**config.mk**
```make
export PLATFORM = sky130hd
export DESIGN_NAME = tag_zero_store
export DESIGN_NICKNAME = d
export VERILOG_FILES = /design/src/rtl/tzs_pkg.sv /design/src/rtl/tzs_datapath.sv /design/src/rtl/tzs_control.sv /design/src/rtl/tag_zero_store.sv
export SDC_FILE = /design/constraint.sdc
export NUM_CORES = 1
export LEC_CHECK = 0
export CORE_AREA = 2 2 186 188
export DETAILED_ROUTE_END_ITERATION = 16
export DIE_AREA = 0 0 188 190
export DONT_BUFFER_PORTS = 1
export HOLD_SLACK_MARGIN = 0.12
export PLACE_DENSITY = 0.38
export SLEW_MARGIN = 20
export SYNTH_ARGS = -nofsm -noshare
export SYNTH_HDL_FRONTEND = slang
export SYNTH_SLANG_ARGS = --single-unit
```
**constraint.sdc**
```tcl
create_clock -name clk -period 5.3 [get_ports clk]
set_input_delay 0.795 -clock clk [delete_from_list [all_inputs] [get_ports clk]]
set_output_delay 0.795 -clock clk [all_outputs]
set_load 0.01 [all_outputs]
```
**src/rtl/tzs_pkg.sv**
```systemverilog
package tzs_pkg;
  typedef enum logic [1:0] {
    MODE_NONE   = 2'b00,
    MODE_POST   = 2'b01,
    MODE_OFFSET = 2'b10,
    MODE_PRE    = 2'b11
  } mode_e;

  typedef enum logic [1:0] {
    FLT_NONE  = 2'b00,
    FLT_SP    = 2'b01,
    FLT_GRAN  = 2'b10
  } fault_e;

  typedef struct packed {
    logic capture;
    logic dataPhase;
    logic tagPhase;
  } dpStrobe_t;
endpackage

```
**src/rtl/tzs_datapath.sv**
```systemverilog
module tzs_datapath import tzs_pkg::*; #(
  parameter int ADDR_W    = 64,
  parameter int IMM_W     = 9,
  parameter int GRAN_LOG2 = 4,
  parameter int TAG_W     = 4,
  parameter int TAG_LSB   = 56
) (
  input  logic                        clk,
  input  logic                        rstN,
  input  dpStrobe_t                   strobe,
  input  logic [ADDR_W-1:0]           reqGpBase,
  input  logic [ADDR_W-1:0]           reqGpSrc,
  input  logic [ADDR_W-1:0]           reqSp,
  input  logic [IMM_W-1:0]            reqImm,
  input  logic [1:0]                  reqMode,
  input  logic                        reqBaseIsSp,
  input  logic                        reqSrcIsSp,
  output logic [ADDR_W-1:0]           memAddr,
  output logic [(8<<GRAN_LOG2)-1:0]   memData,
  output logic [TAG_W-1:0]            memTag,
  output fault_e                      faultCode,
  output logic                        writeback,
  output logic                        baseWasSp,
  output logic [ADDR_W-1:0]           wbValue
);
  localparam int DATA_W = 8 << GRAN_LOG2;

  logic [ADDR_W-1:0] baseQ;
  logic [TAG_W-1:0]  tagQ;
  logic [IMM_W-1:0]  immQ;
  mode_e             modeQ;
  logic              baseIsSpQ;
  logic [ADDR_W-1:0] srcSel;
  logic [ADDR_W-1:0] offsetExt;
  logic [ADDR_W-1:0] offset;
  logic [ADDR_W-1:0] sum;
  logic [ADDR_W-1:0] accessAddr;
  logic              spMisaligned;
  logic              granMisaligned;

  assign srcSel = reqSrcIsSp ? reqSp : reqGpSrc;

  always_ff @(posedge clk or negedge rstN) begin
    if (!rstN) begin
      baseQ     <= '0;
      tagQ      <= '0;
      immQ      <= '0;
      modeQ     <= MODE_NONE;
      baseIsSpQ <= 1'b0;
    end else if (strobe.capture) begin
      baseQ     <= reqBaseIsSp ? reqSp : reqGpBase;
      tagQ      <= srcSel[TAG_LSB +: TAG_W];
      immQ      <= reqImm;
      modeQ     <= mode_e'(reqMode);
      baseIsSpQ <= reqBaseIsSp;
    end
  end

  assign offsetExt  = {{(ADDR_W-IMM_W){immQ[IMM_W-1]}}, immQ};
  assign offset     = offsetExt << GRAN_LOG2;
  assign sum        = baseQ + offset;
  assign accessAddr = (modeQ == MODE_POST) ? baseQ : sum;

  assign spMisaligned   = baseIsSpQ && (baseQ[GRAN_LOG2-1:0] != '0);
  assign granMisaligned = accessAddr[GRAN_LOG2-1:0] != '0;

  always_comb begin
    if (spMisaligned)        faultCode = FLT_SP;
    else if (granMisaligned) faultCode = FLT_GRAN;
    else                     faultCode = FLT_NONE;
  end

  assign writeback = (modeQ == MODE_POST) || (modeQ == MODE_PRE);
  assign baseWasSp = baseIsSpQ;
  assign wbValue   = sum;
  assign memAddr   = accessAddr;
  assign memData   = {DATA_W{1'b0}};
  assign memTag    = strobe.tagPhase ? tagQ : '0;

  // a write is only issued on a granule-aligned address
  p_addr_aligned_r5: assert property (@(posedge clk) disable iff (!rstN)
    (strobe.dataPhase || strobe.tagPhase) |-> (memAddr[GRAN_LOG2-1:0] == '0));
  // tag and data addresses match across the two phases
  p_same_addr_r6: assert property (@(posedge clk) disable iff (!rstN)
    strobe.tagPhase |-> $stable(memAddr));
endmodule

```
**src/rtl/tzs_control.sv**
```systemverilog
module tzs_control import tzs_pkg::*; (
  input  logic      clk,
  input  logic      rstN,
  input  logic      reqValid,
  output logic      reqReady,
  input  logic      memReady,
  output logic      memValid,
  output logic      memDataWr,
  output logic      memTagWr,
  input  fault_e    faultCode,
  input  logic      writeback,
  output dpStrobe_t strobe,
  output logic      doneValid,
  output logic      wbValid
);
  typedef enum logic [2:0] {S_IDLE, S_EVAL, S_DATA, S_TAG, S_DONE} state_e;
  state_e state, stateNext;

  always_ff @(posedge clk or negedge rstN) begin
    if (!rstN) state <= S_IDLE;
    else       state <= stateNext;
  end

  always_comb begin
    stateNext = state;
    unique case (state)
      S_IDLE: if (reqValid) stateNext = S_EVAL;
      S_EVAL: stateNext = (faultCode != FLT_NONE) ? S_DONE : S_DATA;
      S_DATA: if (memReady) stateNext = S_TAG;
      S_TAG:  if (memReady) stateNext = S_DONE;
      S_DONE: stateNext = S_IDLE;
      default: stateNext = S_IDLE;
    endcase
  end

  assign reqReady         = (state == S_IDLE);
  assign strobe.capture   = reqReady && reqValid;
  assign strobe.dataPhase = (state == S_DATA);
  assign strobe.tagPhase  = (state == S_TAG);
  assign memDataWr        = strobe.dataPhase;
  assign memTagWr         = strobe.tagPhase;
  assign memValid         = memDataWr || memTagWr;
  assign doneValid        = (state == S_DONE);
  assign wbValid          = doneValid && writeback && (faultCode == FLT_NONE);

  p_strobe_excl_r6: assert property (@(posedge clk) disable iff (!rstN)
    !(memDataWr && memTagWr));
  p_data_before_tag_r6: assert property (@(posedge clk) disable iff (!rstN)
    $rose(memTagWr) |-> $past(memDataWr && memReady));
  p_hold_r6: assert property (@(posedge clk) disable iff (!rstN)
    (memValid && !memReady) |=> memValid);
  p_ready_idle_r8: assert property (@(posedge clk) disable iff (!rstN)
    (reqValid && reqReady) |=> !reqReady);
  p_done_pulse_r8: assert property (@(posedge clk) disable iff (!rstN)
    doneValid |=> !doneValid);
  p_fault_no_mem_r5: assert property (@(posedge clk) disable iff (!rstN)
    (doneValid && faultCode != FLT_NONE) |-> !$past(memValid));
endmodule

```
**src/rtl/tag_zero_store.sv**
```systemverilog
module tag_zero_store import tzs_pkg::*; #(
  parameter int ADDR_W    = 64,
  parameter int IMM_W     = 9,
  parameter int GRAN_LOG2 = 4,
  parameter int TAG_W     = 4,
  parameter int TAG_LSB   = 56
) (
  input  logic                      clk,
  input  logic                      rstN,
  input  logic                      reqValid,
  output logic                      reqReady,
  input  logic [ADDR_W-1:0]         reqGpBase,
  input  logic [ADDR_W-1:0]         reqGpSrc,
  input  logic [ADDR_W-1:0]         reqSp,
  input  logic [IMM_W-1:0]          reqImm,
  input  logic [1:0]                reqMode,
  input  logic                      reqBaseIsSp,
  input  logic                      reqSrcIsSp,
  output logic                      memValid,
  input  logic                      memReady,
  output logic [ADDR_W-1:0]         memAddr,
  output logic                      memDataWr,
  output logic [(8<<GRAN_LOG2)-1:0] memData,
  output logic                      memTagWr,
  output logic [TAG_W-1:0]          memTag,
  output logic                      doneValid,
  output logic                      doneFault,
  output logic [1:0]                doneFaultCode,
  output logic                      wbValid,
  output logic                      wbToSp,
  output logic [ADDR_W-1:0]         wbValue
);
  dpStrobe_t strobe;
  fault_e    faultCode;
  logic      writeback;
  logic      baseWasSp;

  tzs_datapath #(
    .ADDR_W(ADDR_W), .IMM_W(IMM_W), .GRAN_LOG2(GRAN_LOG2),
    .TAG_W(TAG_W), .TAG_LSB(TAG_LSB)
  ) u_datapath (
    .clk(clk), .rstN(rstN), .strobe(strobe),
    .reqGpBase(reqGpBase), .reqGpSrc(reqGpSrc), .reqSp(reqSp),
    .reqImm(reqImm), .reqMode(reqMode),
    .reqBaseIsSp(reqBaseIsSp), .reqSrcIsSp(reqSrcIsSp),
    .memAddr(memAddr), .memData(memData), .memTag(memTag),
    .faultCode(faultCode), .writeback(writeback),
    .baseWasSp(baseWasSp), .wbValue(wbValue)
  );

  tzs_control u_control (
    .clk(clk), .rstN(rstN), .reqValid(reqValid), .reqReady(reqReady),
    .memReady(memReady), .memValid(memValid),
    .memDataWr(memDataWr), .memTagWr(memTagWr),
    .faultCode(faultCode), .writeback(writeback), .strobe(strobe),
    .doneValid(doneValid), .wbValid(wbValid)
  );

  assign doneFaultCode = doneValid ? faultCode : FLT_NONE;
  assign doneFault     = doneValid && (faultCode != FLT_NONE);
  assign wbToSp        = wbValid && baseWasSp;

  p_fault_wb_excl_r9: assert property (@(posedge clk) disable iff (!rstN)
    wbValid |-> (doneValid && !doneFault));
  p_wbsp_r4: assert property (@(posedge clk) disable iff (!rstN)
    wbToSp |-> wbValid);
endmodule

```
=== After elaboration in Yosys (flattened, before gate mapping) ===
Index checks and enable logic that the tools add are counted.

* Register bits: 83
* Input bits: 209
* Word-level logic and storage cells: 42

* Add/sub/neg operators: 1
* Eq/ne operators: 9
* Mux-type cells: 12
* Reductions and logical operators: 14

{| class="wikitable"
|+ Operators by type and width
! operator !! number
|-
| $mux W64 || 2
|-
| $add A64 B64 Y64 || 1
|-
| $mux W60 || 1
|-
| $mux W3 || 4
|-
| $pmux W3 S4 || 1
|-
| $reduce_bool A4 Y1 || 2
|-
| $eq A3 B2 Y1 const B || 2
|-
| $logic_and A1 B1 Y1 || 6
|-
| $mux W2 || 3
|-
| $ne A2 B2 Y1 const B || 3
|-
| $mux W4 || 1
|-
| $eq A3 B1 Y1 const B || 1
|-
| $eq A3 B3 Y1 const B || 1
|-
| $logic_not A3 Y1 || 1
|-
| $reduce_and A3 Y1 || 1
|-
| $eq A2 B1 Y1 const B || 1
|-
| $eq A2 B2 Y1 const B || 1
|-
| $logic_not A2 Y1 || 1
|-
| $logic_or A1 B1 Y1 || 2
|-
| $reduce_bool A2 Y1 || 1
|}

=== Logic depth before layout (Yosys ltp) ===
Gate-level depths: netlist of the first run.

* Depth after elaboration: 8
* Gate-level depth with buffers: 11
* Depth with buffers taken out: 11

=== Cells and area by module ===
From an unflattened synthesis of the first run, not the netlist that was laid out.

* Cell total of the unflattened synthesis: 1153
* Area total of the unflattened synthesis: 9155.0 um2

{| class="wikitable"
|+ Modules (own cells, without submodules)
! module !! instances !! cells each !! area each (um2)
|-
| tzs_datapath || 1 || 1126 || 8909.8
|-
| tzs_control || 1 || 23 || 216.5
|-
| tag_zero_store || 1 || 4 || 28.8
|}

=== Least setup slack after synthesis of the first run ===
No wires, ideal clock.

* Kind: reg-to-output
* Start point: reg u_datapath.immQ[8]
* End point: out memAddr[62]
* Arrival time: 3.726 ns
* Data required time: 4.505 ns
* Slack: 0.779 ns
* Cell stages (with the launch flop): 11
* Buffers on the path: 1
* Path through: dfrtp_1 -> ha_1 -> buf_2 -> and4_4 -> and3_4 -> nand3_2 -> or4_4 -> o21ai_2 -> nand2_1 -> o311a_1 -> a211oi_1

* Longest elaborated chain between the ends: 2

{| class="wikitable"
|+ Ends and longest elaborated chain
! what !! line !! RTL
|-
| start, declared || tzs_datapath.sv:30 || <nowiki>logic [IMM_W-1:0] immQ;</nowiki>
|-
| start signal, assigned || tzs_datapath.sv:53 || <nowiki>immQ <= reqImm;</nowiki>
|-
| $add A64 B64 Y64 || tzs_datapath.sv:61 || <nowiki>assign sum = baseQ + offset;</nowiki>
|-
| $mux W64 || tzs_datapath.sv:62 || <nowiki>assign accessAddr = (modeQ == MODE_POST) ? baseQ : sum;</nowiki>
|-
| end, declared || tag_zero_store.sv:21 || <nowiki>output logic [ADDR_W-1:0] memAddr,</nowiki>
|}

No other way between the ends.

=== Worst setup path in the final report of the first run ===
* Start point: reg u_datapath.immQ[8]
* End point: out memAddr[57]

Same word-level chain as after synthesis.

==> results.txt, run 1 <==
- 0 antenna diodes ended up in the layout.
- Clock skew on the completed layout was measured at 0.00820 ns.
- The die covers 35700 µm².
* Number of cells traversed by the worst register-to-register path: 5
- The cell area that synthesis handed to floorplanning was 9210 µm².
- Outcome: completed
* Synth Warn #: 0
* Antenna-violating nets left: 0
- Number of antenna violations at the first check in global routing: 0
- Summing the areas of all and, or, nand and nor instances in the mapped netlist gives 17.6% of the synthesized area.
- In the synthesized netlist the async set-or-reset flop fraction comes to 100%.
- Fraction of synthesized cell area in xor and xnor cells: 5.33%
- Rel. slew slack: 39.6%
- Along the worst path, the maximum fanout reaches 27.
- Max clock buf depth: 2
- The synthesized netlist devotes 8.24% of its cell area to adder and majority cells.
* Reg2Reg Capture Point: u_datapath.baseQ[49]$_DFFE_PN0P_
- After filler insertion, the fill cell instance count of the layout stands at 3717.
- For this configuration, the core starts out at a cell density of 27.1%.
- The worst setup path is of the register to output port kind.
* Data arrival time of the worst path: between 4 and 5 ns
- Detailed-routing iteration count for the pre-antenna-repair pass: 4
- Post-synth top flop: dfrtp_1
- Clock-pin slew of the registers on the worst-case setup and hold paths: roughly 0.07 ns
* Total routed wirelength: 29.1 mm
- Mux share of post-synthesis cell area: 11.8%
* Clock buffer count from CTS: 9
* Number of rows in the core area: 68
- In this run the number of H-tree levels came out at 3.
* Number of maximum-capacitance constraint violations: 0
- The floorplan step set the die height to 190 µm.
- Estimated wirelength of the detail-placed design: 22.7 mm
- Max Slew Vio Count: 0
- Using the TritonRoute via totals, the vias-per-cell ratio works out to 4.82.
- Buffer cell driving the clock tree root: clkbuf_16
- Entering global routing, the biggest net connects 84 pins.
* Worst Setup Slack, final: 0.217 ns
* Drc violations: 0
* Fraction of the cycle the final worst path needs: between 90% and 100%
- Routed via count: 7627
- In this run the worst hold path is classified as primary input to asynchronous set/reset pin.
- The clock drives between 80 and 90 sinks.
* Starting DRC count in detailed routing: 290
- Number of enable flip-flop cells after synthesis: 0
* Slack of the worst reg-to-reg path: 2.75 ns
- Fin Setup TNS: 0 ns
* Distinct cell type count after synthesis: 70
- Clock tree from TritonCTS: built
- After floorplanning, the core was sized to cover 33900 µm².
* Worst Path Required: 4.51 ns
- Setup repair after global routing left no endpoint under its margin.
* Syn Inst Count: between 1000 and 1500
* Final estimated routing congestion in global placement: 0.811
- Transition at the pin with the smallest max-transition slack: 0.897 ns
* Clk_lat worst skew: 0.37 ns
- Cells with a size suffix above 1 make up 7.64% of the layout.
- Number of port buffers: 0
- The total overflow left after global routing is 0.
- Launching point of the worst reg2reg path: u_control.state[0]$_DFFE_PN0P_
- The share of the Yosys chip area taken by registers is 22.6%.
* Width of the die: between 150 and 200 µm
- At the end of the flow, the number of nets in the layout was 1390.
- Top Ports: approximately 480
- Area growth from synthesis to layout: 2.09%
- A synthesized cell averages 7.87 µm².
- Setup violations remaining at the end of the flow were counted as 0.
* Share of the synthesized area in compound gates (AO/OA/AOI/OAI): 20.2%
- STA classifies the critical path endpoint as an output port.
- Derived from the worst setup path, the maximum achievable clock frequency is 0.197 GHz.
* Vias in the first global route: 7277
- Dominant combinational cell family by area after synthesis: compound AO/OA/AOI/OAI gates
- The first global-routing pass estimated 44.0 mm of wire.
* Min Clock Period, post-route: about 5.1 ns
- Detail-routed net length per standard cell: ~18 µm
- Worst slack at placement: 0.691 ns
* Total setup buffers inserted after CTS: 0
* Type of origin of the critical path: register
* Number of synthesized register bits: 83
* Hold violation total from the final report: 0
- Global routing consumed, over all layers together, 16.1% of the routing resources.
==> layout make-up <==
| class | instances | area (µm²) | area share, % |
|---|---|---|---|
| Inverter | 15 | 56.3 | 0.599 |
| Clock inverter | 4 | 33.8 | 0.359 |
| Tap cell | 455 | 569 | 6.06 |
| Sequential cell | 83 | 2080 | 22.1 |
| Clock buffer | 12 | 256 | 2.73 |
| Multi-Input combinational cell | 1003 | 6320 | 67.2 |
| Timing Repair Buffer | 9 | 87.6 | 0.932 |
==> critical path: stages, from the launching register on <==
cell and delay, ns:
dfrtp_2 0.65, ha_1 0.63, o21a_1 0.18, a21oi_1 0.09
a211oi_1 0.25, nor2_1 0.12, a211oi_1 0.55, o21ai_0 0.36
a21boi_0 0.48, nor3_1 0.13, o31ai_1 0.47
==> timing repair <==
| item | in CTS | in global routing |
|---|---|---|
| hold buffers | 1 | 0 |
| hold endpoints to repair | 83 | 0 |
| gates resized for setup | 0 | 1 |
| setup endpoints to repair | 0 | 1 |
==> how the worst max path moves through the flow <==
stage	from	endpoint	slack [ns]	depth (start not counted)
floorplan	u_datapath.immQ[8]$_DFFE_PN0P_	memAddr[62]	0.78	10
finish	u_datapath.immQ[8]$_DFFE_PN0P_	memAddr[57]	0.22	10
global route	u_datapath.immQ[8]$_DFFE_PN0P_	memAddr[56]	0.003	11
CTS	u_datapath.immQ[8]$_DFFE_PN0P_	memAddr[57]	0.24	10
global placement	u_datapath.immQ[8]$_DFFE_PN0P_	memAddr[56]	0.70	11
detailed placement	u_datapath.immQ[8]$_DFFE_PN0P_	memAddr[56]	0.69	11
==> routing by layer <==
metal  vias up  routed length, µm  part of all wire, %  track usage [%]
li1       3769                  -                    -                -
met1      3543              13400                   46             21.2
met2       296              13700                   47             26.6
met3        19               1590                  5.5             3.10
met4         0                437                  1.5             4.82
met5         -                  0                    0                0
==> logic make-up after synthesis <==
family | count (synthesis)
simple gates | 361
compound gates | 294
buf+inv | 211
mux | 104
flops | 83
fa+ha+maj | 60
xor+xnor | 56
other cells | 1
==> sequential cells by signal, summed over array words and instances (netlist names) <==
signal / count
u_datapath.baseQ: 64
u_datapath.immQ: 9
u_datapath.tagQ: 4
u_control.state: 3
u_datapath.modeQ: 2
u_datapath.baseWasSp: 1
==> cell usage in the layout (no fill, tap or decap), types with 6 or more instances in the layout <==
cell type and count:
a21oi_1 142, nand2_1 141, conb_1 128, nor2_1 115
dfrtp_1 82, mux2i_1 69, ha_1 58, mux2_2 35
xnor2_1 33, o21ai_0 29, xor2_1 23, a21o_1 21
nand3_1 16, inv_1 15, nand4_1 15, nor3_1 14
o21a_1 13, and3_1 10, o21ai_1 10, nor2b_1 9
o21bai_1 9, a31oi_1 9, clkbuf_16 9, and2_1 8
a211oi_1 8, buf_4 8, nand2b_1 6, o211ai_1 6
o31ai_1 6
==> synthesized netlist by cell type, types with 15 or more instances <==
cell	number	area share (%)
nand4_1	15	1.0
mux2i_1	69	7.5
nand2_1	141	5.7
clkbuf_1	46	1.9
xor2_1	23	2.2
xnor2_1	33	3.1
inv_1	15	0.61
o21ai_0	29	1.6
a21o_1	21	1.7
ha_1	59	8.0
nor2_1	115	4.7
nand3_1	16	0.87
a21oi_1	142	7.7
buf_4	136	11
mux2_2	35	4.3
dfrtp_1	83	23
==> through the flow <==
stage,cell area (µm²),hold slack [ns],cells,utilization [%]
2_1_floorplan,9680,0.484,1297,-
5_1_grt,9400,0.356,1581,27.7
3_3_place_gp,9080,0.501,1564,26.7
6_report,9400,0.332,1581,27.7
4_1_cts,9400,0.340,1581,27.7
3_5_place_dp,9080,0.503,1564,26.7
Power of run 1 is left out: the tool's default activity adds up to more than one toggle a clock period on the data nets, which glitch-free logic cannot reach.
==> run 2: changes to the inputs <==
Settings changed: HOLD_SLACK_MARGIN 0.12 to default, SYNTH_HIERARCHICAL from default to 1.
==> run 2 against run 1 <==
Compared with the run above: non-clock buffer count increased by 11; final cell count decreased by 0.32%; sequential cell count is the same; maximum frequency rose by 0.17%; synthesized cell count is 1.5% lower; worst hold slack got worse by 0.22 ns; highest routed layer is now met5.
==> results.txt, run 2 <==
- The number of antenna violations at the first check in global routing came to 1 (was 0).
* Highest net fanout along the worst path: 15 (was 27)
- The final worst-path cycle share is 95.7% (was 95.9%).
- Vias in the first global route: 7108 (was 7277)
* Slack of the worst reg-to-reg path: 2.97 ns (was 2.75 ns)
- Largest Register: u_datapath/baseQ (was u_datapath.baseQ)
- The boundary pin count was 479 (unchanged).
- The area of the mapped netlist was 9150 µm² (was 9210 µm²).
* Final #Nets: 1385 (was 1390)
- Outcome: completed (unchanged)
- Starting Density: 26.9% (was 27.1%)
- Global-route wire length before repair: 41.4 mm (was 44.0 mm)
- The instance count of the mapped netlist is 1152 (was 1170).
- Number of cells traversed by the worst register-to-register path: 5 (unchanged)
- The total clock buffers created by CTS was 9 (unchanged).
* Gr usage total: 14.9% (was 16.1%)
- The buffer cell driving the clock tree root was clkbuf_16 (unchanged).
- The number of setup buffers added after CTS was 0 (unchanged).
- The transition at the pin with the smallest max-transition slack came to 0.908 ns (was 0.897 ns).
* Synth Warn #: 6 (was 0)
- The core region area is 33900 µm² (unchanged).
- Setup crit end kind: output port (unchanged)
- The summed negative setup slack over all endpoints is 0 ns (unchanged).
- The total count of max-transition violations in the final report was 0 (unchanged).
- The cts-stage hold buffer count was 0 (was 1).
- Kind of critical path: register to output port (unchanged)
- The per-cell routed wire length is 17.3 µm (was 18.4 µm).
- The flip-flop count of the largest register after layout is 64 (unchanged).
- The post-place instance area was 9040 µm² (was 9080 µm²).
* Type of origin of the critical path: register (unchanged)
- Launching point of the worst reg2reg path: u_control/state[0]$_DFFE_PN0P_ (was u_control.state[0]$_DFFE_PN0P_)
- Total placed cells including tap cells: 1559 (was 1564)
- The share of layout cells above drive strength 1 was 8.47% (was 7.64%).
- Height of the chip: 190 µm (unchanged)
- Antenna-violating nets left: 0 (unchanged)
- Number of maximum-capacitance constraint violations: 0 (unchanged)
- Worst clock skew: 0.00976 ns (was 0.00820 ns)
* Clk_lat worst skew: 0.37 ns (about the same)
- Largest registers in the final layout: u_datapath/baseQ (64), u_datapath/immQ (9), u_datapath/tagQ (4) (was u_datapath.baseQ (64), u_datapath.immQ (9), u_datapath.tagQ (4)).
- The final standard cell area without fillers was 9380 µm² (was 9400 µm²).
- The first-pass iteration count of the detailed router came to 6 (was 4).
- Clock-pin slew of the registers on the worst-case setup and hold paths: 0.07 ns (about the same)
- CTS HTree Levels: 3 (unchanged)
- The maximum number of pins on one net before global-route repair came to 98 (was 84).
- Worst Path Required: 4.51 ns (about the same)
- The die area came to 35700 µm² (unchanged).
- Most frequent cells in the layout: nand2_1 (152), a21oi_1 (134), conb_1 (128) (was a21oi_1 (142), nand2_1 (141), conb_1 (128))
- Hold violation total from the final report: 0 (unchanged)
- Count of non-filler cells in the finished layout: 1576 (was 1581)
- The synthesis-to-finish area growth was 2.56% (was 2.09%).
* Drc violations: 0 (unchanged)
- Worst min-delay path class: primary input to asynchronous set/reset pin (unchanged)
- The maximum clock frequency came to 0.197 GHz (about the same).
- Total global routing overflow: 0 (unchanged)
* Diodes inserted: 0 (unchanged)
- CTS Sinks: 83 (unchanged)
* Min Clock Period, post-route: 5.07 ns (was 5.08 ns)
* Final estimated routing congestion in global placement: 0.823 (was 0.811)
- Starting DRC count in detailed routing: 363 (was 290)
- The total setup violations reported at the end of the flow is 0 (unchanged).
* Synthesized area divided by synthesized cell count: 7.94 µm² (was 7.87 µm²)
- The sum of routed wire length over all layers was 27.2 mm (was 29.1 mm).
- The CTS tree is built (unchanged).
- RSZ-0062 raised after global routing: yes (was no)
* Most frequent standard cell in the layout excluding fill and tap cells: nand2_1 (was a21oi_1)
- The number of port buffers was 0 (unchanged).
- The destination of the worst register-to-register timing path is u_datapath/baseQ[42]$_DFFE_PN0P_ (was u_datapath.baseQ[49]$_DFFE_PN0P_).
* Data arrival time of the worst path: 4.28 ns (was 4.29 ns)
* Routed via count: 7431 (was 7627)
* Detailed-route vias per instance: 4.72 (was 4.82)
* Width of the die: 188 µm (unchanged)
- Max clock buf depth: 2 (unchanged)
- The worst max-slew margin expressed relative to the limit is 39.5% (was 39.6%).
- Estimated wirelength of the detail-placed design: 20.9 mm (was 22.7 mm)
* Number of rows in the core area: 68 (unchanged)
==> run 2: cell count changes in the layout (fill, tap and decap cells not counted), moves of 8 or more <==
cell / before / now
mux2_2: 35 / 27
buf_4: 8 / 19
a21o_1: 21 / 35
a21oi_1: 142 / 134
a31oi_1: 9 / 1
nor2_1: 115 / 105
nand2_1: 141 / 152
==> run 2: layer usage <==
layer	routed length (µm)	GRT usage (%)
met2	13200	25.6
met4	324	3.91
met1	12100	18.8
met5	13	0
met3	1590	3.50
==> run 2: per-stage QoR <==
stage | hold slack, ns | util [%] | setup slack, ns
after floorplan | 0.468 | - | 0.633
after global placement | 0.495 | 26.6 | 0.497
after detailed placement | 0.502 | 26.6 | 0.453
after CTS | 0.0818 | 27.5 | 0.00657
after global routing | 0.0806 | 27.6 | -0.0608
final | 0.112 | 27.6 | 0.226
==> run 2: repair_timing <==
action	in CTS	in global routing
pin swaps	0	1
resized for setup	1	4
endpoints found under the setup margin	1	6
gates cloned	0	0
==> run 2: how the worst max path moves through the flow <==
| stage | start | to | depth (start not counted) |
|---|---|---|---|
| 2_1_floorplan | u_datapath/immQ[8]$_DFFE_PN0P_ | memAddr[60] | 12 |
| 3_3_place_gp | u_datapath/immQ[8]$_DFFE_PN0P_ | memAddr[60] | 13 |
| 3_5_place_dp | u_datapath/immQ[8]$_DFFE_PN0P_ | memAddr[60] | 12 |
| 4_1_cts | u_datapath/immQ[8]$_DFFE_PN0P_ | memAddr[60] | 13 |
| 5_1_grt | u_datapath/immQ[8]$_DFFE_PN0P_ | memAddr[62] | 12 |
| 6_report | u_datapath/immQ[8]$_DFFE_PN0P_ | memAddr[60] | 13 |
==> run 2: worst max-delay path, cell delays in order (launching register included) <==
cell and delay [ns]:
dfrtp_4 0.59, buf_4 0.21, ha_1 0.41, nand2_1 0.10
o21a_1 0.20, o21ai_0 0.35, nor3b_1 0.45, o21ai_1 0.19
nand2_1 0.21, a41oi_2 0.20, a211oi_1 0.39, nor4_1 0.13
o31ai_1 0.28, buf_4 0.18
==> run 2: area by class of cell <==
cell class | instances | area [µm²]
fill | 3740 | 24600
multi-input combinational | 991 | 6230
sequential | 83 | 2080
tap | 455 | 569
clock buffer | 11 | 253
timing repair buffer | 20 | 163
clock inverter | 5 | 42.5
inverter | 11 | 41.3
Power of run 2 is left out for the same reason.
